==> config.mk <==
export PLATFORM = sky130hd
export DESIGN_NAME = clk_rate_meter
export DESIGN_NICKNAME = d
export VERILOG_FILES = /design/src/rtl/clkmeas_pkg.sv /design/src/rtl/clkmeas_run.sv /design/src/rtl/clkmeas_div.sv /design/src/rtl/clk_rate_meter.sv
export SDC_FILE = /design/constraint.sdc
export NUM_CORES = 1
export LEC_CHECK = 0
export CORE_UTILIZATION = 35
export DETAILED_ROUTE_END_ITERATION = 6
export DONT_BUFFER_PORTS = 1
export PLACE_DENSITY = 0.45
export SLEW_MARGIN = 20
export SYNTH_ARGS = -nofsm -noshare
export SYNTH_HDL_FRONTEND = slang
export SYNTH_SLANG_ARGS = --single-unit
==> constraint.sdc <==
create_clock -name clk -period 18.45 [get_ports clk]
set_input_delay 2.7675 -clock clk [delete_from_list [all_inputs] [get_ports clk]]
set_output_delay 2.7675 -clock clk [all_outputs]
set_load 0.05 [all_outputs]
==> src/rtl/clkmeas_pkg.sv <==
package clkmeas_pkg;

  localparam int unsigned WIDE_W = 64;
  localparam int unsigned RES_W  = 32;

  typedef enum logic [2:0] {
    SQ_IDLE, SQ_STOP, SQ_WRDY, SQ_START, SQ_WDONE, SQ_HALT, SQ_CAP
  } seq_state_t;

  typedef enum logic [1:0] {
    TP_IDLE, TP_SHORT, TP_FULL, TP_DIV
  } top_state_t;

  // Corrected numerator: (count*mul + add) * scale, 64-bit wide
  function automatic logic [WIDE_W-1:0] rate_numerator(
    input logic [WIDE_W-1:0] count,
    input int unsigned       mul,
    input int unsigned       add,
    input int unsigned       scale
  );
    logic [WIDE_W-1:0] t;
    t = count * WIDE_W'(mul) + WIDE_W'(add);
    return t * WIDE_W'(scale);
  endfunction

  // Clamp an unsigned wide quotient to the largest positive 32-bit value
  function automatic logic [RES_W-1:0] clamp_pos(input logic [WIDE_W-1:0] q);
    logic [WIDE_W-1:0] lim;
    lim = WIDE_W'({1'b0, {(RES_W-1){1'b1}}});
    if (q > lim) return {1'b0, {(RES_W-1){1'b1}}};
    return q[RES_W-1:0];
  endfunction

endpackage

==> src/rtl/clkmeas_run.sv <==
module clkmeas_run
  import clkmeas_pkg::*;
#(
  parameter int unsigned CNT_W  = 25,
  parameter int unsigned TICK_W = 17
) (
  input  logic              clk,
  input  logic              rst_n,
  input  logic              go_i,
  input  logic [TICK_W-1:0] ticks_i,
  input  logic              cnt_done_i,
  input  logic [CNT_W-1:0]  cnt_count_i,
  output logic              ctl_we_o,
  output logic              ctl_run_o,
  output logic [TICK_W-1:0] ctl_ticks_o,
  output logic              done_o,
  output logic [CNT_W-1:0]  count_o
);

  seq_state_t        state_q;
  logic [TICK_W-1:0] ticks_q;
  logic [CNT_W-1:0]  count_q;
  logic              done_q;
  logic              capture_w;

  assign capture_w   = (state_q == SQ_CAP);
  assign ctl_we_o    = (state_q == SQ_STOP) || (state_q == SQ_START) || (state_q == SQ_HALT);
  assign ctl_run_o   = (state_q == SQ_START);
  assign ctl_ticks_o = ticks_q;
  assign done_o      = done_q;
  assign count_o     = count_q;

  always_ff @(posedge clk) begin
    if (!rst_n) begin
      state_q <= SQ_IDLE;
      ticks_q <= '0;
      count_q <= '0;
      done_q  <= 1'b0;
    end else begin
      done_q <= 1'b0;
      unique case (state_q)
        SQ_IDLE: if (go_i) begin
          ticks_q <= ticks_i;
          state_q <= SQ_STOP;
        end
        SQ_STOP:  state_q <= SQ_WRDY;
        SQ_WRDY:  if (!cnt_done_i) state_q <= SQ_START;
        SQ_START: state_q <= SQ_WDONE;
        SQ_WDONE: if (cnt_done_i) state_q <= SQ_HALT;
        SQ_HALT:  state_q <= SQ_CAP;
        SQ_CAP: begin
          count_q <= cnt_count_i;
          done_q  <= 1'b1;
          state_q <= SQ_IDLE;
        end
        default: state_q <= SQ_IDLE;
      endcase
    end
  end

  AST_START_AFTER_READY: assert property (@(posedge clk) disable iff (!rst_n)
    (ctl_we_o && ctl_run_o) |-> !$past(cnt_done_i));

  AST_CAPTURE_AFTER_STOP: assert property (@(posedge clk) disable iff (!rst_n)
    capture_w |-> $past(ctl_we_o && !ctl_run_o));

endmodule

==> src/rtl/clkmeas_div.sv <==
module clkmeas_div #(
  parameter int unsigned W = 64
) (
  input  logic         clk,
  input  logic         rst_n,
  input  logic         start_i,
  input  logic [W-1:0] dividend_i,
  input  logic [W-1:0] divisor_i,
  output logic         done_o,
  output logic [W-1:0] quot_o
);

  localparam int unsigned CW = $clog2(W + 1);

  logic [W-1:0]  quo_q, rem_q, dsr_q;
  logic [CW-1:0] left_q;
  logic          busy_q, done_q;
  logic [W:0]    shifted_w;
  logic          fits_w;
  logic [W:0]    diff_w;
  logic [W-1:0]  rem_next_w;

  assign shifted_w  = {rem_q, quo_q[W-1]};
  assign fits_w     = (shifted_w >= {1'b0, dsr_q});
  assign diff_w     = shifted_w - {1'b0, dsr_q};
  assign rem_next_w = fits_w ? diff_w[W-1:0] : shifted_w[W-1:0];
  assign done_o     = done_q;
  assign quot_o     = quo_q;

  always_ff @(posedge clk) begin
    if (!rst_n) begin
      quo_q  <= '0;
      rem_q  <= '0;
      dsr_q  <= '0;
      left_q <= '0;
      busy_q <= 1'b0;
      done_q <= 1'b0;
    end else begin
      done_q <= 1'b0;
      if (start_i && !busy_q) begin
        quo_q  <= dividend_i;
        rem_q  <= '0;
        dsr_q  <= divisor_i;
        left_q <= CW'(W);
        busy_q <= 1'b1;
      end else if (busy_q) begin
        rem_q  <= rem_next_w;
        quo_q  <= {quo_q[W-2:0], fits_w};
        left_q <= left_q - 1'b1;
        if (left_q == CW'(1)) begin
          busy_q <= 1'b0;
          done_q <= 1'b1;
        end
      end
    end
  end

  AST_REM_BELOW_DIVISOR: assert property (@(posedge clk) disable iff (!rst_n)
    done_q |-> (rem_q < dsr_q));

  AST_DONE_ENDS_BUSY: assert property (@(posedge clk) disable iff (!rst_n)
    done_q |-> ($past(busy_q) && !busy_q));

endmodule

==> src/rtl/clk_rate_meter.sv <==
module clk_rate_meter
  import clkmeas_pkg::*;
#(
  parameter int unsigned CNT_W       = 25,
  parameter int unsigned TICK_W      = 17,
  parameter int unsigned SHORT_TICKS = 32'h0000_1000,
  parameter int unsigned FULL_TICKS  = 32'h0001_0000,
  parameter int unsigned CNT_MUL     = 10,
  parameter int unsigned CNT_ADD     = 15,
  parameter int unsigned REF_SCALE   = 4800000,
  parameter int unsigned DEN_ADD     = 35
) (
  input  logic              clk,
  input  logic              rst_n,
  input  logic              req_i,
  input  logic              supported_i,
  output logic              ack_o,
  output logic [31:0]       result_o,
  output logic              cnt_ctl_we_o,
  output logic              cnt_ctl_run_o,
  output logic [TICK_W-1:0] cnt_ctl_ticks_o,
  input  logic              cnt_done_i,
  input  logic [CNT_W-1:0]  cnt_count_i
);

  localparam logic [WIDE_W-1:0] DIVISOR =
    WIDE_W'(FULL_TICKS) * WIDE_W'(CNT_MUL) + WIDE_W'(DEN_ADD);
  localparam logic [RES_W-1:0]  RES_MAX = {1'b0, {(RES_W-1){1'b1}}};
  localparam logic [RES_W-1:0]  RES_NEG1 = '1;

  top_state_t         state_q;
  logic [CNT_W-1:0]   short_q;
  logic [RES_W-1:0]   result_q;
  logic               ack_q;

  logic               run_go_w, run_done_w;
  logic [TICK_W-1:0]  run_ticks_w;
  logic [CNT_W-1:0]   run_count_w;
  logic               accept_w, unsup_w, full_done_w, dead_w, div_start_w, div_done_w;
  logic [WIDE_W-1:0]  numer_w, div_quot_w;

  assign accept_w    = (state_q == TP_IDLE) && req_i;
  assign unsup_w     = accept_w && !supported_i;
  assign full_done_w = (state_q == TP_FULL) && run_done_w;
  assign dead_w      = full_done_w && (run_count_w == short_q);
  assign div_start_w = full_done_w && (run_count_w != short_q);
  assign run_go_w    = (accept_w && supported_i) || ((state_q == TP_SHORT) && run_done_w);
  assign run_ticks_w = (state_q == TP_IDLE) ? TICK_W'(SHORT_TICKS) : TICK_W'(FULL_TICKS);
  assign numer_w     = rate_numerator(WIDE_W'(run_count_w), CNT_MUL, CNT_ADD, REF_SCALE);

  clkmeas_run #(.CNT_W(CNT_W), .TICK_W(TICK_W)) u_run (
    .clk         (clk),
    .rst_n       (rst_n),
    .go_i        (run_go_w),
    .ticks_i     (run_ticks_w),
    .cnt_done_i  (cnt_done_i),
    .cnt_count_i (cnt_count_i),
    .ctl_we_o    (cnt_ctl_we_o),
    .ctl_run_o   (cnt_ctl_run_o),
    .ctl_ticks_o (cnt_ctl_ticks_o),
    .done_o      (run_done_w),
    .count_o     (run_count_w)
  );

  clkmeas_div #(.W(WIDE_W)) u_div (
    .clk        (clk),
    .rst_n      (rst_n),
    .start_i    (div_start_w),
    .dividend_i (numer_w),
    .divisor_i  (DIVISOR),
    .done_o     (div_done_w),
    .quot_o     (div_quot_w)
  );

  always_ff @(posedge clk) begin
    if (!rst_n) begin
      state_q  <= TP_IDLE;
      short_q  <= '0;
      result_q <= '0;
      ack_q    <= 1'b0;
    end else begin
      ack_q <= 1'b0;
      unique case (state_q)
        TP_IDLE: if (accept_w) begin
          if (!supported_i) begin
            result_q <= RES_NEG1;
            ack_q    <= 1'b1;
          end else begin
            state_q <= TP_SHORT;
          end
        end
        TP_SHORT: if (run_done_w) begin
          short_q <= run_count_w;
          state_q <= TP_FULL;
        end
        TP_FULL: if (run_done_w) begin
          if (dead_w) begin
            result_q <= '0;
            ack_q    <= 1'b1;
            state_q  <= TP_IDLE;
          end else begin
            state_q <= TP_DIV;
          end
        end
        TP_DIV: if (div_done_w) begin
          result_q <= clamp_pos(div_quot_w);
          ack_q    <= 1'b1;
          state_q  <= TP_IDLE;
        end
        default: state_q <= TP_IDLE;
      endcase
    end
  end

  assign ack_o    = ack_q;
  assign result_o = result_q;

  AST_ACK_PULSE: assert property (@(posedge clk) disable iff (!rst_n)
    ack_o |=> !ack_o);

  AST_ACK_AFTER_DIV: assert property (@(posedge clk) disable iff (!rst_n)
    div_done_w |=> ack_o);

  AST_RESULT_HOLD: assert property (@(posedge clk) disable iff (!rst_n)
    !ack_o |-> $stable(result_o));

  AST_UNSUP_NEG1: assert property (@(posedge clk) disable iff (!rst_n)
    unsup_w |=> (ack_o && result_o == RES_NEG1));

  AST_UNSUP_NO_WRITE: assert property (@(posedge clk) disable iff (!rst_n)
    unsup_w |=> !cnt_ctl_we_o);

  AST_DEAD_ZERO: assert property (@(posedge clk) disable iff (!rst_n)
    dead_w |=> (ack_o && result_o == '0));

  AST_NO_OVERFLOW: assert property (@(posedge clk) disable iff (!rst_n)
    (div_done_w && div_quot_w > WIDE_W'(RES_MAX)) |=> (result_o == RES_MAX));

endmodule

Word level (Yosys, flattened, before mapping)
Index checks and enable logic that the tools add are counted.
{"block": "op_classes", "magnitude_cmp": 2, "n_mul": 2, "bitwise": 2, "mux": 40, "addsub": 3, "shift": 0, "eq_ne": 22, "div": 0, "n_reduce_logical": 22}
{"op": "two-way mux 32 bit", "n": 7}
{"op": "two-way mux 64 bit", "n": 3}
{"op": "one-hot mux 32 bit (3 select lines)", "n": 1}
{"op": "greater-or-equal comparator 65 x 20 -> 1 bit", "n": 1}
{"op": "> comparator 64 x 31 -> 1 bit (second input constant)", "n": 1}
{"op": "subtractor 64 x 20 -> 64 bit", "n": 1}
{"op": "multiplier 30 x 14 -> 44 bit (second input constant)", "n": 1}
{"op": "adder 29 x 4 -> 30 bit (second input constant)", "n": 1}
{"op": "multiplier 25 x 3 -> 28 bit (second input constant)", "n": 1}
{"op": "== test 25 bit", "n": 1}
{"op": "!= test 25 bit", "n": 1}
{"op": "one-hot mux 3 bit (6 select lines)", "n": 1}
{"op": "two-way mux 17 bit", "n": 1}
{"op": "two-way mux 1 bit", "n": 14}
{"op": "two-way mux 7 bit", "n": 2}
{"op": "!= test 2 bit (second input constant)", "n": 7}
{"op": "two-way mux 2 bit", "n": 6}
{"op": "== test 3 bit (second input constant)", "n": 3}
{"op": "two-way mux 3 bit", "n": 3}
{"op": "one-hot mux 2 bit (4 select lines)", "n": 1}
{"op": "== test 7 x 1 -> 1 bit (second input constant)", "n": 1}
{"op": "logical AND 1 bit", "n": 7}
{"op": "subtractor 7 x 1 -> 7 bit (second input constant)", "n": 1}
{"op": "== test 3 x 2 -> 1 bit (second input constant)", "n": 2}
{"op": "other kinds (18)", "n": 25}
{"block": "totals", "rom_bits": 0, "out_inout_bits": 52, "register_bits": 244, "n_memories": 0, "latchBits": 0, "ram_bits": 0}

Depth between registers and ports, before layout
Gate-level depths: netlist (run 1).
{"block": "depth", "word_depth": 8, "depth_mapped": 38}

Cells and area by module
Synthesis (run 1) repeated with hierarchy kept, for this count alone.
{"block": "hier_totals", "hier_cells": 3362, "hier_area_um2": 27168.6}
{"module": "clk_rate_meter", "cells_per_inst": 1522, "area_per_inst_um2": 12708.4, "n_inst": 1}
{"module": "clkmeas_div", "cells_per_inst": 1639, "area_per_inst_um2": 12580.8, "n_inst": 1}
{"module": "clkmeas_run", "cells_per_inst": 201, "area_per_inst_um2": 1879.3, "n_inst": 1}

Worst setup path before layout (run 1)
No wires, ideal clock.
{"block": "synth_timing", "path_kind": "register to register", "startpoint": "reg u_run.count_q[12], in the netlist u_run.count_o[12]", "endpoint": "reg u_div.quo_q[52], in the netlist u_div.quot_o[52]", "required_time_ps": 18313, "period_less_slack_ps": 8914, "path_slack_ps": 9536, "path_buffers": 2, "arrival_time_ps": 8777, "path_stages_with_launch": 36, "cell_sequence": "dfxtp_1 ha_1 ha_1 buf_6 or3_4 and3_4 a221o_1 nor4b_4 o2111ai_2 nor3_4 nand3_2 or4_4 nor3_4 xnor2_1 fa_1 inv_1 fa_1 inv_1 ha_1 inv_1 fa_1 inv_1 fa_1 inv_1 fa_1 inv_1 ha_1 clkbuf_1 a21oi_1 nor2b_1 or4_1 o21ai_0 o21ai_0 a311oi_1 xor2_1 a211oi_1"}
{"block": "synth_via", "elab_chain_len": 4, "elab_cells_between_ends": 8}
{"item": "start: declaration", "line_no": "clkmeas_run.sv:22", "rtl": "logic [CNT_W-1:0] count_q;"}
{"item": "start signal: assignment", "line_no": "clkmeas_run.sv:52", "rtl": "count_q <= cnt_count_i;"}
{"item": "multiplier 25 x 3 -> 28 bit or != test 25 bit (tied branches)", "line_no": "clkmeas_pkg.sv:22, clk_rate_meter.sv:46"}
{"item": "adder 29 x 4 -> 30 bit or logical AND 1 bit (tied branches)", "line_no": "clkmeas_pkg.sv:22, clk_rate_meter.sv:46"}
{"item": "multiplier 30 x 14 -> 44 bit or logical AND 1 bit (tied branches)", "line_no": "clkmeas_pkg.sv:23, clkmeas_div.sv:40"}
{"item": "two-way mux 64 bit or nonzero test 2 bit (tied branches)"}
{"item": "end signal: assignment", "line_no": "clkmeas_div.sv:41", "rtl": "quo_q <= dividend_i;"}
{"item": "end signal: assignment", "line_no": "clkmeas_div.sv:48", "rtl": "quo_q <= {quo_q[W-2:0], fits_w};"}
{"item": "end: declaration", "line_no": "clkmeas_div.sv:15", "rtl": "logic [W-1:0] quo_q, rem_q, dsr_q;"}
Several ways; a longest one is shown, not always the timed one.
A chain may end at the register's enable or synchronous reset.

Worst setup path in the final report (run 1)
{"block": "layout_timing", "startpoint": "reg u_run.count_q[0], in the netlist u_run.count_o[0]", "endpoint": "reg u_div.quo_q[50], in the netlist u_div.quot_o[50]"}
Same word-level chain as after synthesis.

==> results of run 1 <==
==> metal layers <==
layer | vias up | global-route usage, % | part of all wire (%) | wire length [um]
li1 | 8047 | - | - | -
met1 | 7601 | 26.1 | 52 | 27300
met2 | 173 | 28.4 | 44 | 23100
met3 | 48 | 2.06 | 2.6 | 1390
met4 | 0 | 3.37 | 1.6 | 823
met5 | - | 0 | 0 | 0
==> area by class of cell <==
cell class              count  area share [%]
well taps                 765            4.36
multi-input cells        1768            64.2
clock inverters            11           0.273
inverters                 334            5.72
repair buffers             19           0.649
flip-flops and latches    229            20.9
clock buffers              40            3.90
==> synthesized netlist by cell type, drive strengths merged (5+ instances only) <==
cell	number
xnor2	97
inv	334
nor2b	7
nor3b	20
nand2	204
o21ai	52
a21o	42
a21oi	199
nand2b	13
buf	27
nand3b	10
nor3	47
o21bai	15
and2	9
a31oi	9
a31o	5
a211oi	85
o211ai	37
nand4	20
nor2	212
nor4	28
fa	147
or3	15
and3	13
nand3	35
a311oi	6
xor2	81
o21a	13
clkbuf	103
mux2i	43
o22ai	6
dfxtp	229
ha	201
==> critical path: cells and delay by family, from the launching register on <==
| kind | cells | cell delay [ps] |
|---|---|---|
| XOR/XNOR | 2 | 930 |
| flip-flops | 1 | 570 |
| multiplexers | 1 | 250 |
| AND/OR/NAND/NOR | 9 | 2370 |
| buffers and inverters | 8 | 760 |
| AO/OA/AOI/OAI | 6 | 1180 |
| adder cells (fa/ha/maj) | 10 | 3950 |
==> where the power goes <==
part	internal, mW	total [mW]	switching, mW
Clock	0.321	0.538	0.217
Sequential	0.501	0.526	0.0252
Combinational	0.0153	0.0531	0.0378
Total	0.837	1.12	0.280
==> sequential cells by signal, summed over array words and instances, names as in the netlist <==
name	count
u_div.quot_o	64
u_div.rem_q	64
result_o	32
short_q	25
u_run.count_o	25
u_div.left_q	7
u_run.state_q	3
state_q	2
u_run.ctl_ticks_o	2
ack_o	1
u_div.busy_q	1
u_div.done_o	1
u_div.dsr_q	1
u_run.done_o	1
==> path summary, 6_finish.rpt <==
path,end,depth (start not counted),startpoint,slack (ps)
worst max register to register,u_div.quot_o[50],36,u_run.count_o[0],8280
worst max-delay path,u_div.quot_o[50],36,u_run.count_o[0],8280
worst min register to register,short_q[19],2,short_q[19],470
worst min-delay path,short_q[19],2,short_q[19],470
==> kinds of logic (layout without fill, tap and decap cells) <==
logic type,after synthesis,in the layout,share of synthesized area (%)
multiplexers,44,44,2.17
adder cells (fa/ha/maj),349,349,26.8
other,2,24,0.0368
AO/OA/AOI/OAI,516,516,16.6
XOR/XNOR,178,178,7.64
AND/OR/NAND/NOR,657,657,15.4
buffers and inverters,464,404,8.88
flip-flops,229,229,22.5
==> stage by stage <==
stage	setup WS, ps	area [um2]
floorplan	9540	20500
global placement	8360	21000
detailed placement	8220	21000
CTS	8220	22000
global route	7370	22000
finish	8280	22000
==> impl_results.md, run 1 <==
* Result of the run: finished clean
* Total number of clock tree sinks at ~230
* Pre-Repair DR Iteration Count at 7
* Post-DP HPWL at 41300 um
* TritonCTS clock tree: done
* Most common cell after layout, fill and taps aside: sky130_fd_sc_hd__inv_1
* Post-CTS Resized at 0
* Worst slew margin relative to its limit at roughly 28%
* Period Utilization, post-route at a little under three fifths
* Clock skew at approximately 15 ps
* Static power due to leakage at 9.87 nW
* Die outline area at 59200 um2
* Classification of the worst setup path: flop to flop
* Element type at the critical path end: flop
* Sum of internal, switching and leakage power at 1.12 mW
* Top-level port count at 82
* Max-slew violation total from the final report at 0
* Library cell used as clock root buffer: sky130_fd_sc_hd__clkbuf_16
* Worst Hold Margin at 466 ps
* Arrival time of data at the critical path endpoint at 10570 ps
* Vias at 15900
* Drt wl/cell at 16.6 um
* Top_reg_cell synth: sky130_fd_sc_hd__dfxtp_1
* Critical path peak fanout at 12
* Area growth from synthesis to final layout at 7.70%
* #FFs+latches synth at around 230
* H-tree depth at 1
* Number of endpoints failing setup at the final stage at 0
* Highest achievable clock rate at 98.3 MHz
* Yosys warning count at 0
* P per Cell Area at 50.8 nW/um2
* Number of buffers added by the clock tree synthesis step at 28
* Net count, final at 2758
* Maximum number of pins on one net before global-route repair at 80
* Instance count after placement with tap cells included at 3115
* Detailed router's first-iteration violation count at 785
* Cell types with the largest area share after synthesis: sky130_fd_sc_hd__dfxtp_1, sky130_fd_sc_hd__fa_1, sky130_fd_sc_hd__ha_1, sky130_fd_sc_hd__inv_1, sky130_fd_sc_hd__a21oi_1
* Class of the tightest hold or removal check: flop to flop
* Multi-input logic area at about 14000 um2
* Cell Count, Final, Fillers Out at between 3000 and 4000
* Remaining global-route overflow at 0
* Share of synthesized registers carrying an async set or reset at 0%
* Flip-flop and latch area at 4590 um2
* Clock slew seen by the registers of the worst setup and hold paths at 60 ps
* Sum of routed wire length over all layers at about 53000 um
* Buffers inserted during post-CTS setup optimization at 0
* Standard cell core area at 57600 um2
* Post-route DRC violation count at 0
* Initial antenna violation count at 0
* CP max-delay cell: sky130_fd_sc_hd__xor2_1
* Worst setup SP type: flop
* Fillcell total at 5986
* End-of-flow core utilization at 38.1%
* Starting utilization of the core area at 35.4%
* Largest voltage drop on the vdd net at 0.0593 mV
* Peak per-stage delay on the critical path at 710 ps
* Total of buffers placed on input and output ports at 0
* Final RePlAce weighted congestion at between 0.8 and 0.9
* Endpoint required time on the critical path at 18850 ps
* Post-Synthesis Mean Instance Area at 8.36 um2
* Number of distinct standard cells referenced by the synthesized netlist at 93
* Area share of the leading cell type in the synthesized netlist at roughly 22%
* Synth area leader: sky130_fd_sc_hd__dfxtp_1
* Vias per std cell at 5.01
* Post-synthesis instance total at between 2000 and 2500
* Seq/Total Area, Yosys at 22.5%
* Cell with the most instances on the worst path: sky130_fd_sc_hd__inv_1
* Final critical path time including I/O delays and setup at 10170 ps
* Maximum clock path buffer count at 3
* Cell area after synthesis at 20400 um2
* Most frequent cells in the layout: sky130_fd_sc_hd__inv_1, sky130_fd_sc_hd__dfxtp_1, sky130_fd_sc_hd__nor2_1
* Skew-Pair Late Insertion Delay at 550 ps
* Setup_tns at 0 ps
* Detail Route Antenna Nets at 0
* Share of layout cells above drive strength 1 at 4.62%
* Unrepaired setup endpoints after global routing: no
* Actual transition at the worst max-transition pin at 1070 ps
* EDFF count, synth at 0
* Global routing usage summed across all routing layers at 17.9%
* Global-route wire length before repair at ~87000 um
* Diode insertion count for antenna repair at 0
* Floorplan row count at 88
* Max-capacitance violation count at 0
* Width of the chip at 243 um
* Vertical die dimension at approximately 240 um
* Vias in the first global route at 16100
* CTS hold repair buffers at 0
* Number of hold violations in the final report at 0
No activity file was read; power rests on OpenSTA's default activity.
==> inputs of run 2 (changes only) <==
Settings changed: ABC_AREA set to 1, PLACE_DENSITY 0.45 to 0.47.
Clock period 18.45 ns to 8.36 ns, I/O delays scaled along.
==> impl_results.md, run 2 <==
* Worst slew margin relative to its limit at 30.4%
* Largest voltage drop on the vdd net at ~0.14 mV
* Top cells by instance count after synthesis: sky130_fd_sc_hd__inv_1, sky130_fd_sc_hd__nand2_1, sky130_fd_sc_hd__nor2_1, sky130_fd_sc_hd__dfxtp_1, sky130_fd_sc_hd__a21oi_1
* Result of the run: finished clean
* Remaining global-route overflow at 0
* Clock network power share at a little under two fifths
* Placed inst area at 24000 um2
* Critical register-to-register path startpoint: u_run.count_o[3]
* Cell types with the largest area share after synthesis: sky130_fd_sc_hd__dfxtp_1, sky130_fd_sc_hd__fa_1, sky130_fd_sc_hd__inv_1, sky130_fd_sc_hd__ha_1, sky130_fd_sc_hd__nand2_1
* Area share of the leading cell type in the synthesized netlist at around a fifth
* Global-route wire length before repair at around 110000 um
* Flip-flop and latch area at 4590 um2
* Cell Count, Final, Fillers Out at 4259
* EDFF count, synth at 0
* Switching power total at 1.26 mW
* P per Cell Area at 138 nW/um2
* Post-route DRC violation count at 0
* Multi-input logic area at 15400 um2
* End-of-flow core utilization at 38.9%
* Global routing usage summed across all routing layers at 20.8%
* Detail Route Antenna Nets at 0
* Total number of clock tree sinks at between 200 and 250
* Top-level port count at 82
* Final RePlAce weighted congestion at 0.892
* Post-synthesis instance total at 3390
* #FFs+latches synth at 229
* Cell area after synthesis at 22900 um2
* Max-slew violation total from the final report at 0
* Most instantiated library cell after synthesis: sky130_fd_sc_hd__inv_1
* Yosys warning count at 0
* Fillcell total at 7034
* Vertical die dimension at about 260 um
* Die outline area at about 66000 um2
* Initial antenna violation count at 0
* Floorplan row count at 93
* Worst setup SP type: flop
* Reg-to-Reg End: u_div.quot_o[39]
* Relative contribution of combinational cells to total power at about a fifth
* Synth area leader: sky130_fd_sc_hd__dfxtp_1
* Internal Dissipation at 2.21 mW
* Sum of internal, switching and leakage power at ~3.5 mW
* Total of buffers placed on input and output ports at 0
* Pre-Repair DR Iteration Count at 5
* Post-Synthesis Mean Instance Area at 6.76 um2
* Classification of the worst setup path: flop to flop
* Highest achievable clock rate at about 130 MHz
* Endpoint required time on the critical path at about 8900 ps
* Number of endpoints failing setup at the final stage at 0
* Share of synthesized registers carrying an async set or reset at 0%
* Cell with the most instances on the worst path: sky130_fd_sc_hd__inv_1
* Area growth from synthesis to final layout at 9.76%
* Diode insertion count for antenna repair at 0
* Period Utilization, post-route at 93.4%
* TritonCTS clock tree: done
* Most common cell after layout, fill and taps aside: sky130_fd_sc_hd__inv_1
* Max-capacitance violation count at 0
* Width of the chip at approximately 260 um
* Number of distinct standard cells referenced by the synthesized netlist at 53
* Sequential cell fraction of total power at 41.7%
* Standard cell core area at roughly 65000 um2
* Vias at 20800
* Maximum number of pins on one net before global-route repair at approximately 110
* Worst reg2reg path depth at 37
* Maximum clock path buffer count at 3
* Instance count after placement with tap cells included at 4205
* Vias per std cell at between 4 and 5
* Reg-to-reg setup timing slack at between 500 and 600 ps
* Top_reg_cell synth: sky130_fd_sc_hd__dfxtp_1
* Drt wl/cell at 16.2 um
* Vias in the first global route at 20600
* Number of hold violations in the final report at 0
* Critical path capture point: u_div.quot_o[39]
* Arrival time of data at the critical path endpoint at around 8300 ps
* Post-DP HPWL at 55900 um
* Share of layout cells above drive strength 1 at under 10%
* Actual transition at the worst max-transition pin at 1050 ps
* Static power due to leakage at between 10 and 15 nW
* CP max-delay cell: sky130_fd_sc_hd__fa_1
* Critical path peak fanout at 6
* Final critical path time including I/O delays and setup at 7810 ps
* Unrepaired setup endpoints after global routing: yes
* Class of the tightest hold or removal check: flop to flop
* H-tree depth at 1
* Most frequent cells in the layout: sky130_fd_sc_hd__inv_1, sky130_fd_sc_hd__nand2_1, sky130_fd_sc_hd__nor2_1
* Clock skew at around 15 ps
* Element type at the critical path end: flop
* Clock slew seen by the registers of the worst setup and hold paths at 60 ps
* Number of buffers added by the clock tree synthesis step at 27
* Detailed router's first-iteration violation count at 1400
* Skew-Pair Late Insertion Delay at roughly 560 ps
* Switching Share at 36.2%
* Design area at 25200 um2
* Library cell used as clock root buffer: sky130_fd_sc_hd__clkbuf_16
* Peak per-stage delay on the critical path at 520 ps
* Seq/Total Area, Yosys at 20.0%
* Critical path launch point: u_run.count_o[3]
* Sum of routed wire length over all layers at about 70000 um
* Starting utilization of the core area at a little over a third
* Net count, final at 3761
## run 2: cell count changes in the layout (fill, tap and decap cells not counted), sizes merged, moves of 62 or more
cell / delta
o21ai: +159
nor2: +211
a211oi: -71
inv: +391
xnor2: -62
nand3: +115
nand2: +409
## run 2: layer usage
layer / vias to the layer above / track usage [%] / routed length, um
li1: 10600 / - / -
met1: 9767 / 30.7 / 35000
met2: 387 / 33.8 / 30400
met3: 50 / 1.31 / 2620
met4: 0 / 3.34 / 927
met5: - / 0 / 0
## run 2: area by class of cell
class / instances / area share, %
Clock buffer: 38 / 3.05
Clock inverter: 12 / 0.776
Inverter: 729 / 10.9
Multi-Input combinational cell: 2348 / 61.3
Sequential cell: 229 / 18.2
Tap cell: 855 / 4.25
Timing Repair Buffer: 48 / 1.43
## run 2: cells by family (layout without fill, tap and decap cells)
family / Yosys count / in the layout / synth area share [%]
and+or+nand+nor: 1301 / 1301 / 23.8
buffers and inverters: 835 / 827 / 14.0
AOI/OAI and AO/OA: 559 / 559 / 13.8
adders and majority gates: 348 / 348 / 23.8
DFF: 229 / 229 / 20.0
xor gates and xnor gates: 116 / 116 / 4.55
other: 2 / 24 / 0.0328
## run 2: power by group through the flow
stage	Combinational [mW]	Sequential [mW]	Clock [mW]
floorplan	0.581	1.45	0
global placement	0.722	1.47	0
detailed placement	0.720	1.48	0
CTS	0.726	1.45	1.33
global route	0.843	1.46	1.38
finish	0.724	1.45	1.30
## run 2: how the worst min path moves through the flow
stage,start,endpoint,slack [ps],cells after the start
5_1_grt,short_q[13],short_q[13],470,2
3_5_place_dp,short_q[17],short_q[17],450,2
3_3_place_gp,short_q[2],short_q[2],440,2
4_1_cts,short_q[8],short_q[8],460,2
2_1_floorplan,short_q[17],short_q[17],440,2
6_report,short_q[8],short_q[8],460,2
## run 2: worst max-delay path, delay by kind of cell (launching register included)
kind | cells | cell delay [ps]
buffers and inverters | 9 | 610
AO/OA/AOI/OAI | 5 | 1010
XOR/XNOR | 1 | 150
adder cells (fa/ha/maj) | 10 | 4010
AND/OR/NAND/NOR | 12 | 1550
flip-flops | 1 | 410
## run 2: timing repair
| action | in CTS | in global routing |
|---|---|---|
| gates resized for setup | 0 | 59 |
| hold buffers | 0 | 0 |
| endpoints found under the setup margin | 0 | 27 |
| setup buffers | 0 | 4 |
## run 2: stage by stage
step	hold slack [ps]	TNS [ps]	worst slack (ps)
final	457	0	548
after global routing	472	-31.8	-15.0
after CTS	458	0	57.6
after detailed placement	449	0	97.8
after global placement	442	0	185
after floorplan	435	0	948
